==> src/rtl/xbus_pkg.sv <==
package xbus_pkg;

    localparam int ADDR_W = 16;
    localparam int DATA_W = 8;
    localparam int LO_W   = 8;

    // registered controller state
    typedef struct packed {
        logic              busy;
        logic              ext;
        logic              is_data;
        logic              is_write;
        logic [ADDR_W-1:0] addr;
        logic [DATA_W-1:0] wdata;
        logic [DATA_W-1:0] rdata;
        logic              done;
    } ctl_t;

endpackage

==> src/rtl/xbus_timebase.sv <==
module xbus_timebase #(
    parameter int OSC_PER_STATE = 2,
    parameter int STATES_PER_MC = 6,
    localparam int SUB_W = (OSC_PER_STATE > 1) ? $clog2(OSC_PER_STATE) : 1,
    localparam int ST_W  = (STATES_PER_MC > 1) ? $clog2(STATES_PER_MC) : 1
) (
    input  logic            clk,
    input  logic            rst_n,
    input  logic            start,
    input  logic            run,
    output logic [ST_W-1:0] st_idx,
    output logic            tick_last,
    output logic            mc_last
);

    typedef struct packed {
        logic [SUB_W-1:0] sub;
        logic [ST_W-1:0]  st;
    } tb_t;

    localparam logic [SUB_W-1:0] SUB_LAST = SUB_W'(OSC_PER_STATE - 1);
    localparam logic [ST_W-1:0]  ST_LAST  = ST_W'(STATES_PER_MC - 1);

    tb_t tb_d, tb_q;

    always_comb begin
        tb_d = tb_q;
        if (start) begin
            tb_d = '0;
        end else if (run) begin
            if (tb_q.sub == SUB_LAST) begin
                tb_d.sub = '0;
                tb_d.st  = (tb_q.st == ST_LAST) ? '0 : tb_q.st + 1'b1;
            end else begin
                tb_d.sub = tb_q.sub + 1'b1;
            end
        end
    end

    always_ff @(posedge clk or negedge rst_n) begin
        if (!rst_n) tb_q <= '0;
        else        tb_q <= tb_d;
    end

    assign st_idx    = tb_q.st;
    assign tick_last = (tb_q.sub == SUB_LAST);
    assign mc_last   = (tb_q.sub == SUB_LAST) && (tb_q.st == ST_LAST);

endmodule

==> src/rtl/xbus_strobes.sv <==
module xbus_strobes #(
    parameter int ST_W          = 3,
    parameter int ADDR_LAST_ST  = 1,
    parameter int STB_FIRST_ST  = 3,
    parameter int STB_LAST_ST   = 4
) (
    input  logic            active,
    input  logic            is_data,
    input  logic            is_write,
    input  logic [ST_W-1:0] st_idx,
    output logic            ale,
    output logic            lo_oe,
    output logic            lo_data_sel,
    output logic            psen_n,
    output logic            rd_n,
    output logic            wr_n
);

    localparam logic [ST_W-1:0] ADDR_LAST = ST_W'(ADDR_LAST_ST);
    localparam logic [ST_W-1:0] STB_FIRST = ST_W'(STB_FIRST_ST);
    localparam logic [ST_W-1:0] STB_LAST  = ST_W'(STB_LAST_ST);

    logic addr_phase_d;
    logic stb_win_d;

    always_comb begin
        addr_phase_d = active && (st_idx <= ADDR_LAST);
        stb_win_d    = active && (st_idx >= STB_FIRST) && (st_idx <= STB_LAST);
        ale          = active && (st_idx == '0);
        lo_oe        = addr_phase_d || (active && is_data && is_write);
        lo_data_sel  = !addr_phase_d;
        psen_n       = !(stb_win_d && !is_data);
        rd_n         = !(stb_win_d && is_data && !is_write);
        wr_n         = !(stb_win_d && is_data && is_write);
    end

endmodule

==> src/rtl/xbus_ctrl.sv <==
module xbus_ctrl
    import xbus_pkg::*;
#(
    parameter int OSC_PER_STATE = 2,
    parameter int STATES_PER_MC = 6,
    parameter int ADDR_LAST_ST  = 1,
    parameter int STB_FIRST_ST  = 3,
    parameter int STB_LAST_ST   = 4
) (
    input  logic              clk,
    input  logic              rst_n,
    input  logic              req_valid,
    input  logic              req_data,
    input  logic              req_write,
    input  logic [ADDR_W-1:0] req_addr,
    input  logic [DATA_W-1:0] req_wdata,
    output logic              rsp_done,
    output logic [DATA_W-1:0] rsp_rdata,
    input  logic              prog_local,
    output logic [ADDR_W-1:0] irom_addr,
    input  logic [DATA_W-1:0] irom_data,
    output logic              bus_ale,
    output logic              bus_psen_n,
    output logic              bus_rd_n,
    output logic              bus_wr_n,
    output logic [LO_W-1:0]   bus_lo_out,
    output logic              bus_lo_oe,
    input  logic [LO_W-1:0]   bus_lo_in,
    output logic [LO_W-1:0]   bus_hi_out
);

    localparam int ST_W = (STATES_PER_MC > 1) ? $clog2(STATES_PER_MC) : 1;
    localparam logic [ST_W-1:0] CAP_ST = ST_W'(STB_LAST_ST);

    ctl_t            ctl_d, ctl_q;
    logic            tb_start;
    logic            tb_run;
    logic [ST_W-1:0] st_idx;
    logic            tick_last;
    logic            mc_last;
    logic            lo_data_sel;
    logic            capture_d;

    xbus_timebase #(
        .OSC_PER_STATE (OSC_PER_STATE),
        .STATES_PER_MC (STATES_PER_MC)
    ) u_timebase (
        .clk       (clk),
        .rst_n     (rst_n),
        .start     (tb_start),
        .run       (tb_run),
        .st_idx    (st_idx),
        .tick_last (tick_last),
        .mc_last   (mc_last)
    );

    xbus_strobes #(
        .ST_W         (ST_W),
        .ADDR_LAST_ST (ADDR_LAST_ST),
        .STB_FIRST_ST (STB_FIRST_ST),
        .STB_LAST_ST  (STB_LAST_ST)
    ) u_strobes (
        .active      (ctl_q.busy && ctl_q.ext),
        .is_data     (ctl_q.is_data),
        .is_write    (ctl_q.is_write),
        .st_idx      (st_idx),
        .ale         (bus_ale),
        .lo_oe       (bus_lo_oe),
        .lo_data_sel (lo_data_sel),
        .psen_n      (bus_psen_n),
        .rd_n        (bus_rd_n),
        .wr_n        (bus_wr_n)
    );

    assign tb_run = ctl_q.busy && ctl_q.ext;

    always_comb begin
        ctl_d      = ctl_q;
        ctl_d.done = 1'b0;
        tb_start   = 1'b0;
        capture_d  = ctl_q.busy && ctl_q.ext && !ctl_q.is_write &&
                     (st_idx == CAP_ST) && tick_last;
        if (!ctl_q.busy) begin
            // a request held through the done clock is not taken again
            if (req_valid && !ctl_q.done) begin
                tb_start       = 1'b1;
                ctl_d.busy     = 1'b1;
                ctl_d.is_data  = req_data;
                ctl_d.is_write = req_data && req_write;
                ctl_d.ext      = req_data || !prog_local;
                ctl_d.addr     = req_addr;
                ctl_d.wdata    = req_wdata;
            end
        end else if (!ctl_q.ext) begin
            ctl_d.rdata = irom_data;
            ctl_d.busy  = 1'b0;
            ctl_d.done  = 1'b1;
        end else begin
            if (capture_d) ctl_d.rdata = bus_lo_in;
            if (mc_last) begin
                ctl_d.busy = 1'b0;
                ctl_d.done = 1'b1;
            end
        end
    end

    always_ff @(posedge clk or negedge rst_n) begin
        if (!rst_n) ctl_q <= '0;
        else        ctl_q <= ctl_d;
    end

    assign rsp_done   = ctl_q.done;
    assign rsp_rdata  = ctl_q.rdata;
    assign irom_addr  = ctl_q.addr;
    assign bus_hi_out = ctl_q.addr[ADDR_W-1 -: LO_W];
    assign bus_lo_out = lo_data_sel ? ctl_q.wdata : ctl_q.addr[LO_W-1:0];

endmodule

==> config.mk <==
export PLATFORM = sky130hd
export DESIGN_NAME = xbus_ctrl
export DESIGN_NICKNAME = d
export VERILOG_FILES = /design/src/rtl/xbus_pkg.sv /design/src/rtl/xbus_timebase.sv /design/src/rtl/xbus_strobes.sv /design/src/rtl/xbus_ctrl.sv
export SDC_FILE = /design/constraint.sdc
export NUM_CORES = 1
export LEC_CHECK = 0
export BUFFER_PORTS_ARGS = -buffer_cell sky130_fd_sc_hd__buf_2
export CAP_MARGIN = 5
export CORE_UTILIZATION = 35
export CTS_CLUSTER_DIAMETER = 100
export DETAILED_ROUTE_END_ITERATION = 10
export SETUP_SLACK_MARGIN = 0.5
export SYNTH_ARGS = -nofsm -noshare
export SYNTH_HDL_FRONTEND = slang
export SYNTH_HIERARCHICAL = 1
export SYNTH_SLANG_ARGS = --single-unit
export TNS_END_PERCENT = 100
==> constraint.sdc <==
create_clock -name clk -period 5.8 [get_ports clk]
set_input_delay 0.29 -clock clk [delete_from_list [all_inputs] [get_ports clk]]
set_output_delay 0.29 -clock clk [all_outputs]
set_load 0.1 [all_outputs]
==> flow_summary.json <==
{
  "drt-pass1-iter-count": 7,
  "cts-root-buf": "clkbuf_8",
  "r2r_cells": 3,
  "route.detailed.drc": 11,
  "slew-limit-headroom_pct": 23.64,
  "ios": 92,
  "yosysTopAreaCell": "dfrtp_1",
  "grt_first_pass_wirelength_um": 7776,
  "grt_max_degree": 42,
  "ant_nets": 0,
  "yosysUniqueCellTypes": 38,
  "worst_pin_slew_ns": 1.142,
  "outcome": "finished with violations",
  "antenna_found_initial": 0,
  "tns_ns": 0,
  "drt_iter0_drc": 103,
  "final-setup-viol-count": 0,
  "clock_latency_ns": 0.29,
  "worst_path_largest_cell_delay_ns": 0.73,
  "drive_gt1_share_pct": 54.44,
  "yosysWarnings": 6,
  "core_um2": 6422,
  "clkTransAtPathRegs_ns": 0.08,
  "synth_top_area_share_pct": 43.80,
  "synth-async-reset-ratio_pct": 100.0,
  "fin_crit_sh_pct": 51.91,
  "ctsResizeCount": 0,
  "worstPathMaxFanout": 22,
  "cp-end-kind": "primary output",
  "cts_setup_buffers": 0,
  "areaGrowthSynthToFinish_pct": 15.38,
  "fillCellCount": 633,
  "num_antenna_cells": 0,
  "rows": 29,
  "grt_overflow_total": 0,
  "place_inst": 329,
  "crit_family": "simple AND/OR/NAND/NOR gates",
  "arrival_ns": 2.72,
  "synth-seq-area-share_pct": 43.80,
  "final_cell_mix": "91 x buf_2, 41 x dfrtp_1, 27 x mux2_2",
  "dp_hpwl_um": 3379,
  "path_cells": "and2_1 -> or3b_1 -> mux2_2 -> buf_2",
  "grt_pass1_vias": 1574,
  "synth_area_um2": 2342,
  "final.min_clock_period_ns": 3.011,
  "final_cell_count_no_fill": 336,
  "cp_slowest_cell": "dfrtp_1",
  "dieWidth_um": 83.81,
  "htreeDepth": 2,
  "cts.sinks": 41,
  "crit_type": "flip-flop to primary output",
  "synth.ff_latch_count": 41,
  "wl_per_cell_um": 14.16,
  "worst_setup_path_start_kind": "flip-flop",
  "die_h_um": 83.81,
  "rr_endpoint": "rsp_rdata[6]",
  "via_per_inst": 4.845,
  "drt_wl_total_um": 4759,
  "clock_path_buffers": 2,
  "vias": 1628,
  "synthTopCellsByArea": "dfrtp_1 44%, mux2_2 13%, buf_4 12%",
  "cts-buffers-inserted": 5,
  "syn_inst": 204,
  "postSynthNetCount": 250,
  "grt.total_usage_pct": 14.08,
  "die_area_um2": 7023,
  "skew_ns": 0.004305,
  "finalWeightedCongestion": 0.7314,
  "rsz0062_at_grt": "false",
  "fmax_mhz": 332.2,
  "max_cap_viol_count": 0,
  "maxSlewViolCount": 0,
  "cp.required_ns": 5.51,
  "synth_edf_count": 0,
  "cts_tree": "built",
  "hold_buffers": 0,
  "layout_commonest_cell": "buf_2",
  "hold_violations": 0,
  "synthFlopType": "dfrtp_1",
  "floorplan.initialDensity_pct": 36.47,
  "syn_avg_cell_area_um2": 11.48,
  "r2r_start": "ctl_q[36]",
  "reg2reg_slack_ns": 3.68,
  "crit_buf_inv": 1,
  "num-nets-final": 305,
  "min-delay-path-class": "primary input to asynchronous set/reset pin",
  "portBuffers": 91,
  "violations": "design-rule violations"
}
-- cell type report --
class / instances / area [um^2] / share of cell area (%)
Timing Repair Buffer: 92 / 462.9 / 17.13
Multi-Input combinational cell: 115 / 998.5 / 36.94
Inverter: 4 / 15.01 / 0.5556
Sequential cell: 41 / 1026 / 37.96
Clock inverter: 2 / 35.03 / 1.296
Tap cell: 77 / 96.34 / 3.565
Clock buffer: 5 / 68.82 / 2.546
-- routing by layer --
layer | part of all wire, % | GRT usage (%)
met3 | 8.4 | 5.638
met4 | 1.5 | 4.702
met5 | 0 | 0
met1 | 45 | 18.04
met2 | 45 | 21.61
-- per-stage QoR --
| step | utilization (%) | setup WS (ns) | hold WS [ns] | cell area [um^2] |
|---|---|---|---|---|
| global route | 42.08 | 2.570 | 0.1699 | 2703 |
| detailed placement | 40.46 | 3.095 | 0.4752 | 2599 |
| global placement | 40.46 | 3.140 | 0.4645 | 2599 |
| finish | 42.08 | 2.789 | 0.1447 | 2703 |
| CTS | 42.08 | 2.764 | 0.1711 | 2703 |
| floorplan | - | 2.747 | -0.005591 | 2342 |
-- worst max-delay path by stage --
stage	slack, ns	cells past startpoint	start	endpoint
2_1_floorplan	2.75	2	u_timebase/st_idx[0]	bus_psen_n
3_3_place_gp	3.14	4	ctl_q[35]	bus_lo_out[2]
5_1_grt	2.57	4	ctl_q[35]	bus_lo_out[0]
4_1_cts	2.76	4	ctl_q[35]	bus_lo_out[0]
3_5_place_dp	3.09	4	ctl_q[35]	bus_lo_out[0]
6_report	2.79	4	ctl_q[35]	bus_lo_out[4]
-- cell usage after synthesis, drive strengths merged, types with 2 or more instances --
library cell / instances
dfrtp: 41
buf: 40
mux2: 34
nor2: 11
nand2b: 10
a21oi: 9
mux2i: 9
nor3: 9
nand4b: 8
clkbuf: 4
inv: 4
a21bo: 2
and2: 2
nor3b: 2
o2111ai: 2
o21ai: 2
or3b: 2
-- state kept, by name (all words and copies together), names as in the netlist --
signal	cells
rsp_rdata	8
u_timebase/tick_last	1
irom_addr	16
ctl_q	12
rsp_done	1
u_timebase/st_idx	3
-- cell families (layout without fill, tap and decap cells) --
group | Yosys count | after routing | share of synthesized area [%]
AOI/OAI and AO/OA | 19 | 19 | 5.289
DFF | 41 | 41 | 43.80
and+or+nand+nor | 52 | 52 | 16.35
muxes | 43 | 43 | 20.35
buffers and inverters | 48 | 103 | 13.83
xor gates and xnor gates | 1 | 1 | 0.3740
-- worst reg2reg max path, stage by stage, from the launching register on --
cell and delay (ns):
dfrtp_1 0.63, nor4b_2 1.00, mux2i_1 0.33, nor3_2 0.06
Power is not shown: default switching activity piles up to over one toggle a cycle in this logic, so the estimate is an artifact.
